File: config.mk
export PLATFORM = sky130hd
export DESIGN_NAME = route_stamp_capture
export DESIGN_NICKNAME = d
export VERILOG_FILES = /design/src/rtl/tsc_pkg.sv /design/src/rtl/tsc_edge_sync.sv /design/src/rtl/tsc_unit_slot.sv /design/src/rtl/tsc_fifo.sv /design/src/rtl/route_stamp_capture.sv
export SDC_FILE = /design/constraint.sdc
export NUM_CORES = 1
export LEC_CHECK = 0
export ABC_AREA = 1
export CAP_MARGIN = 20
export CORE_MARGIN = 2
export CORE_UTILIZATION = 25
export DETAILED_ROUTE_END_ITERATION = 12
export PLACE_DENSITY = 0.41
export SLEW_MARGIN = 20
export SYNTH_ARGS = -nofsm -noshare
export SYNTH_HDL_FRONTEND = slang
export SYNTH_SLANG_ARGS = --single-unit
File: constraint.sdc
create_clock -name clk -period 4.8 [get_ports clk]
set_input_delay 1.44 -clock clk [delete_from_list [all_inputs] [get_ports clk]]
set_output_delay 1.44 -clock clk [all_outputs]
set_load 0.01 [all_outputs]
File: src/rtl/tsc_pkg.sv
package tsc_pkg;
    localparam int N_UNITS = 4;
    localparam int N_CH    = 32;
    localparam int SEL_W   = $clog2(N_CH);
    localparam int UNIT_W  = $clog2(N_UNITS);
    localparam int TS_W    = 32;
    localparam int WORD_W  = 32;
    localparam int KEEP_W  = WORD_W - UNIT_W;
    localparam int ROUTE_W = N_UNITS * SEL_W;

    typedef enum logic [1:0] {
        REG_ROUTE  = 2'd0,
        REG_CTRL   = 2'd1,
        REG_DATA   = 2'd2,
        REG_STATUS = 2'd3
    } reg_sel_e;

    typedef struct packed {
        logic [UNIT_W-1:0] unit;
        logic [KEEP_W-1:0] stamp;
    } cap_word_t;

    function automatic cap_word_t make_word(input logic [UNIT_W-1:0] u,
                                           input logic [TS_W-1:0] ts);
        cap_word_t w;
        w.unit  = u;
        w.stamp = ts[KEEP_W-1:0];
        return w;
    endfunction

    function automatic logic [SEL_W-1:0] route_field(input logic [ROUTE_W-1:0] r,
                                                     input int u);
        return r[u*SEL_W +: SEL_W];
    endfunction
endpackage

File: src/rtl/tsc_edge_sync.sv
module tsc_edge_sync #(
    parameter int WIDTH = 32
) (
    input  logic             clk,
    input  logic             rst,
    input  logic [WIDTH-1:0] async_in,
    output logic [WIDTH-1:0] rise
);
    logic [WIDTH-1:0] meta_q, sync_q, prev_q;

    always_ff @(posedge clk) begin
        if (rst) begin
            meta_q <= '0;
            sync_q <= '0;
            prev_q <= '0;
        end else begin
            meta_q <= async_in;
            sync_q <= meta_q;
            prev_q <= sync_q;
        end
    end

    assign rise = sync_q & ~prev_q;
endmodule

File: src/rtl/tsc_unit_slot.sv
module tsc_unit_slot #(
    parameter int TS_W = 32
) (
    input  logic            clk,
    input  logic            rst,
    input  logic            clr,
    input  logic            hit,
    input  logic [TS_W-1:0] ts_now,
    input  logic            drain,
    output logic            valid,
    output logic [TS_W-1:0] ts,
    output logic            lost
);
    logic busy;
    assign busy = valid && !drain;
    assign lost = hit && busy && !clr;

    always_ff @(posedge clk) begin
        if (rst || clr) begin
            valid <= 1'b0;
            ts    <= '0;
        end else if (hit && !busy) begin
            valid <= 1'b1;
            ts    <= ts_now;
        end else if (drain) begin
            valid <= 1'b0;
        end
    end
endmodule

File: src/rtl/tsc_fifo.sv
module tsc_fifo #(
    parameter int DEPTH = 16,
    parameter int W     = 32,
    localparam int PW   = (DEPTH > 1) ? $clog2(DEPTH) : 1,
    localparam int CW   = $clog2(DEPTH + 1)
) (
    input  logic          clk,
    input  logic          rst,
    input  logic          clr,
    input  logic          push,
    input  logic          pop,
    input  logic [W-1:0]  wdata,
    output logic [W-1:0]  head,
    output logic [CW-1:0] count,
    output logic          empty,
    output logic          can_take
);
    logic [W-1:0]  mem [DEPTH];
    logic [PW-1:0] wr_ptr, rd_ptr;
    logic          full, pop_ok, push_ok;

    function automatic logic [PW-1:0] bump(input logic [PW-1:0] p);
        return (p == PW'(DEPTH - 1)) ? '0 : p + 1'b1;
    endfunction

    assign empty    = (count == '0);
    assign full     = (count == CW'(DEPTH));
    assign pop_ok   = pop && !empty;
    assign can_take = !full || pop_ok;
    assign push_ok  = push && can_take;
    assign head     = mem[rd_ptr];

    always_ff @(posedge clk) begin
        if (push_ok) mem[wr_ptr] <= wdata;
    end

    always_ff @(posedge clk) begin
        if (rst || clr) begin
            wr_ptr <= '0;
            rd_ptr <= '0;
            count  <= '0;
        end else begin
            if (push_ok) wr_ptr <= bump(wr_ptr);
            if (pop_ok)  rd_ptr <= bump(rd_ptr);
            case ({push_ok, pop_ok})
                2'b10:   count <= count + 1'b1;
                2'b01:   count <= count - 1'b1;
                default: count <= count;
            endcase
        end
    end
endmodule

File: src/rtl/route_stamp_capture.sv
module route_stamp_capture
    import tsc_pkg::*;
#(
    parameter int FIFO_DEPTH = 16,
    localparam int CW = $clog2(FIFO_DEPTH + 1)
) (
    input  logic        clk,
    input  logic        rst,
    input  logic        ts_tick,
    input  logic [31:0] sig_in,
    input  logic        reg_wr,
    input  logic        reg_rd,
    input  logic [1:0]  reg_addr,
    input  logic [31:0] reg_wdata,
    output logic [31:0] reg_rdata
);
    logic [ROUTE_W-1:0] route_q;
    logic [31:0]        ctrl_q;
    logic [TS_W-1:0]    ts_q;
    logic               ovf_q;
    logic               soft_clr;
    logic [N_CH-1:0]    rise;
    logic [N_UNITS-1:0] hit, drain, slot_valid, slot_lost;
    logic [TS_W-1:0]    slot_ts [N_UNITS];
    logic [UNIT_W-1:0]  pick;
    logic               push_any;
    cap_word_t          push_word;
    logic [WORD_W-1:0]  fifo_head;
    logic [CW-1:0]      fifo_count;
    logic               fifo_empty, can_take, pop_req;
    reg_sel_e           sel;

    assign sel      = reg_sel_e'(reg_addr);
    assign soft_clr = reg_wr && (sel == REG_DATA);
    assign pop_req  = reg_rd && (sel == REG_DATA) && !soft_clr;

    always_ff @(posedge clk) begin
        if (rst) begin
            route_q <= '0;
            ctrl_q  <= '0;
        end else if (reg_wr) begin
            if (sel == REG_ROUTE) route_q <= reg_wdata[ROUTE_W-1:0];
            if (sel == REG_CTRL)  ctrl_q  <= reg_wdata;
        end
    end

    always_ff @(posedge clk) begin
        if (rst)          ts_q <= '0;
        else if (ts_tick) ts_q <= ts_q + 1'b1;
    end

    tsc_edge_sync #(.WIDTH(N_CH)) u_sync (
        .clk(clk), .rst(rst), .async_in(sig_in), .rise(rise)
    );

    for (genvar u = 0; u < N_UNITS; u++) begin : g_unit
        assign hit[u] = rise[route_field(route_q, u)];
        tsc_unit_slot #(.TS_W(TS_W)) u_slot (
            .clk(clk), .rst(rst), .clr(soft_clr), .hit(hit[u]),
            .ts_now(ts_q), .drain(drain[u]), .valid(slot_valid[u]),
            .ts(slot_ts[u]), .lost(slot_lost[u])
        );
    end

    always_comb begin
        pick     = '0;
        push_any = 1'b0;
        drain    = '0;
        for (int u = N_UNITS - 1; u >= 0; u--) begin
            if (slot_valid[u]) begin
                pick     = UNIT_W'(u);
                push_any = 1'b1;
            end
        end
        if (push_any) drain[pick] = 1'b1;
        push_word = make_word(pick, slot_ts[pick]);
    end

    tsc_fifo #(.DEPTH(FIFO_DEPTH), .W(WORD_W)) u_fifo (
        .clk(clk), .rst(rst), .clr(soft_clr), .push(push_any), .pop(pop_req),
        .wdata(push_word), .head(fifo_head), .count(fifo_count),
        .empty(fifo_empty), .can_take(can_take)
    );

    always_ff @(posedge clk) begin
        if (rst || soft_clr) ovf_q <= 1'b0;
        else if ((|slot_lost) || (push_any && !can_take)) ovf_q <= 1'b1;
    end

    always_comb begin
        case (sel)
            REG_ROUTE:  reg_rdata = 32'(route_q);
            REG_CTRL:   reg_rdata = ctrl_q;
            REG_DATA:   reg_rdata = fifo_empty ? '0 : fifo_head;
            default:    reg_rdata = {ctrl_q[31:16], ovf_q, 15'(fifo_count)};
        endcase
    end
endmodule

==> reports/qor.txt <==
Status = complete, but fails checks
Failing checks = negative setup slack
DP HPWL = 69450 um
Share of cells above drive strength 1 = 0.09581
Clock Sinks = 832
WL met1 = 53830 um
CP required = 3.36 ns
Die area = 140000 um^2
Pint = 12450 uW
Total gr overflow = 0
Filler cells = 14180
Max FO, Critical Path = 8
Largest area contributor in the netlist = edfxtp_1
Max-Cap Viols = 0
Yosys cell types = 46
DR vias/cell = 4.755
EDFF count, synth = 512
Final hold viol count = 0
Area Overhead vs Synth = 19.58%
First-pass GRT wire length = 169100 um
Post-synthesis register bit count = 832
Max Root-Sink Buffers = 3
Synth top area share = 0.4489
Logic pwr share = 0.113
Initial antenna violation count = 3
Post-synth top flop = edfxtp_1
Clock Pin Slew Worst Setup and Hold Paths = 0.05 ns
Top-count cell post-synth = edfxtp_1
Final WL = 114500 um
Worst skew pair latency = 0.67 ns
DIE WIDTH = 374.2 um
Per-cell routed wire length = 20.99 um
Worst Setup End Kind = primary output
Max IR drop VDD = 0.2635 mV
CORE AREA = 135800 um^2
TritonCTS buffer count = 96
Total GRT Usage = 0.1592
Mapped Cells = 3479
Cell Rows = 135
Initial Utilization = 0.2522
TritonCTS clock tree = yes
RSZ-0062 raised after global routing = true
Period utilisation layout = 1.006
Finished Layout Cells = 5456
Post-CTS setup buffer count = 0
Overall via count from detail_route = 25940
Startpoint Class = input port
Clock group share of total power = 0.413
Final setup vio count = 1
Nets = 3675
Commonest cells in the netlist = 512 x edfxtp_1, 493 x nor2_1, 452 x nand2_1
Post-synthesis simple-gate area fraction = 0.1646
XOR/XNOR Fraction of Synth Area = 0.001790
Number of port buffers = 102
Total placed cells including tap cells = 5276
Mux share of post-synthesis cell area = 0
Vias in the first global route = 25180
Yosys warns = 0
CTS root buffer = clkbuf_16
Seq pwr share = 0.475
Post-synth ARST share = 0
Hold Path Class = reg2reg
Min cycle time layout = 4.828 ns
Setup CP Type = in2out
Seq/Total Area, Yosys = 0.6359
Switching Share = 0.2618
Setup ws final = -0.02785 ns
I/O pin count = 103
PD cells = 411.9 nW/um^2
Mapped Area = 34250 um^2
DR top layer = met4
Worst-Margin Slew = 0.9409 ns
DRT Pass-1 Iters = 8
Rel. slew slack = 0.3705
DRC violations left = 0
F_max = 207.1 MHz
Mapped Avg Cell Area = 9.846 um^2
Worst-case clock skew = 0.02564 ns
Die H = 374.2 um
Synthesized Nets = 3560
Fin util = 0.3016
Critical path data arrival time = 3.39 ns
Static Leak = 0.01428 uW
Met2 WL post-DR = 54010 um
Compound-gate portion of the synthesized area = 0.1311
Synth area leaders = edfxtp_1 45%, dfxtp_1 19%, nor2_1 5.4%
GPL Wtd Cong = 0.8198
DRT antenna net count = 0
Pre-CTS setup slack = -0.3220 ns
Net Sw Power = 4417 uW
Largest family of logic cells by synthesized area = simple AND/OR/NAND/NOR gates
Iter 0 DRT Violations = 2086
Total Power = 16870 uW
Slew Viols, Final = 0
Met3 Wirelength = 4962 um
Adder-cell share of the synthesized area = 0.003872
Largest net degree at the start of global routing = 103
Clock H-tree levels = 3
critical path, stage by stage:
cell and delay [ns]:
clkdlybuf4s50_1 0.42, buf_4 0.17, nor2_1 0.17, buf_4 0.17
clkinv_1 0.08, buf_4 0.17, o221ai_1 0.19, clkdlybuf4s50_1 0.57
path summary, 6_finish.rpt:
check	startpoint	to	slack, ns	depth (start not counted)
setup / recovery	reg_addr[1]	reg_rdata[6]	-0.03	8
hold reg to reg	u_sync.meta_q[29]	u_sync.sync_q[29]	0.40	2
hold / removal	u_sync.meta_q[29]	u_sync.sync_q[29]	0.40	2
setup reg to reg	g_unit[3].u_slot.valid	u_fifo.mem[11][7]	1.89	9
cells by family after synthesis:
group | after synthesis
DFF | 832
xor gates and xnor gates | 7
and+or+nand+nor | 1345
AOI/OAI and AO/OA | 778
buffers and inverters | 507
adders and majority gates | 10
state kept, by name (all words and copies together) (netlist names), named ones only:
signal,flops
u_sync.prev_q,32
ts_q,30
u_fifo.mem,512
route_q,20
g_unit.u_slot.valid,4
ctrl_q,32
u_sync.sync_q,32
g_unit.u_slot.ts,120
u_sync.meta_q,32
u_fifo.rd_ptr,4
ovf_q,1
u_fifo.count,5
u_fifo.wr_ptr,4
layout by cell type (no fill, tap or decap), types with 7 or more instances in the layout:
| cell type | instances |
|---|---|
| nor2_2 | 24 |
| dlygate4sd2_1 | 25 |
| o2111ai_1 | 31 |
| clkdlybuf4s50_1 | 69 |
| nand2_1 | 449 |
| o221ai_1 | 53 |
| o22ai_1 | 76 |
| clkinv_2 | 11 |
| clkbuf_16 | 100 |
| o211ai_1 | 63 |
| edfxtp_1 | 512 |
| clkbuf_1 | 38 |
| dlymetal6s2s_1 | 7 |
| dfxtp_1 | 316 |
| clkbuf_8 | 9 |
| nand4_1 | 12 |
| ha_1 | 9 |
| nand3_1 | 331 |
| buf_4 | 128 |
| buf_12 | 20 |
| nor2_1 | 475 |
| nor3_1 | 18 |
| inv_2 | 7 |
| clkinv_1 | 20 |
| o21ai_1 | 18 |
| nor2_4 | 16 |
| o21ai_0 | 357 |
| a21oi_1 | 169 |
| inv_1 | 251 |
metal layers:
layer,vias to the layer above,track usage
met5,-,0
met4,0,0.03515
met3,114,0.02004
met2,599,0.2625
met1,12900,0.2225
li1,12330,-
timing repair:
action / in CTS / in global routing
cloned: 0 / 1
pin swaps: 1 / 0
endpoints found under the setup margin: 32 / 8
resized for setup: 32 / 9
hold buffers: 0 / 0
stage by stage:
| step | TNS, ns | hold slack, ns | area (um^2) |
|---|---|---|---|
| after floorplan | 0 | 0.3883 | 34250 |
| after global placement | -5.345 | 0.3942 | 37940 |
| after detailed placement | -5.412 | 0.3949 | 37940 |
| after CTS | -0.3725 | 0.4009 | 40910 |
| after global routing | -0.1256 | 0.4164 | 40960 |
| final | -0.02785 | 0.3964 | 40960 |
power groups by stage:
stage               registers (uW)  logic [uW]  clock network (uW)
finish                        8010        1900                6960
global route                  8030        2070                7440
CTS                           8010        1930                7150
detailed placement            8160        1940                   0
global placement              8160        1940                   0
floorplan                     8140        1000                   0
final cells by class:
cell class                      instances  area, um^2  area share
Sequential cell                       832       21790      0.5320
Multi-Input combinational cell       2140       10480      0.2558
Clock buffer                          146        2744     0.06699
Timing Repair Buffer                  256        2467     0.06024
Tap cell                             1781        2228     0.05440
Inverter                              268        1025     0.02502
Clock inverter                         32       226.5    0.005529
Antenna cell                            1       2.502  0.00006109
Power figures use the tool's default switching activity.
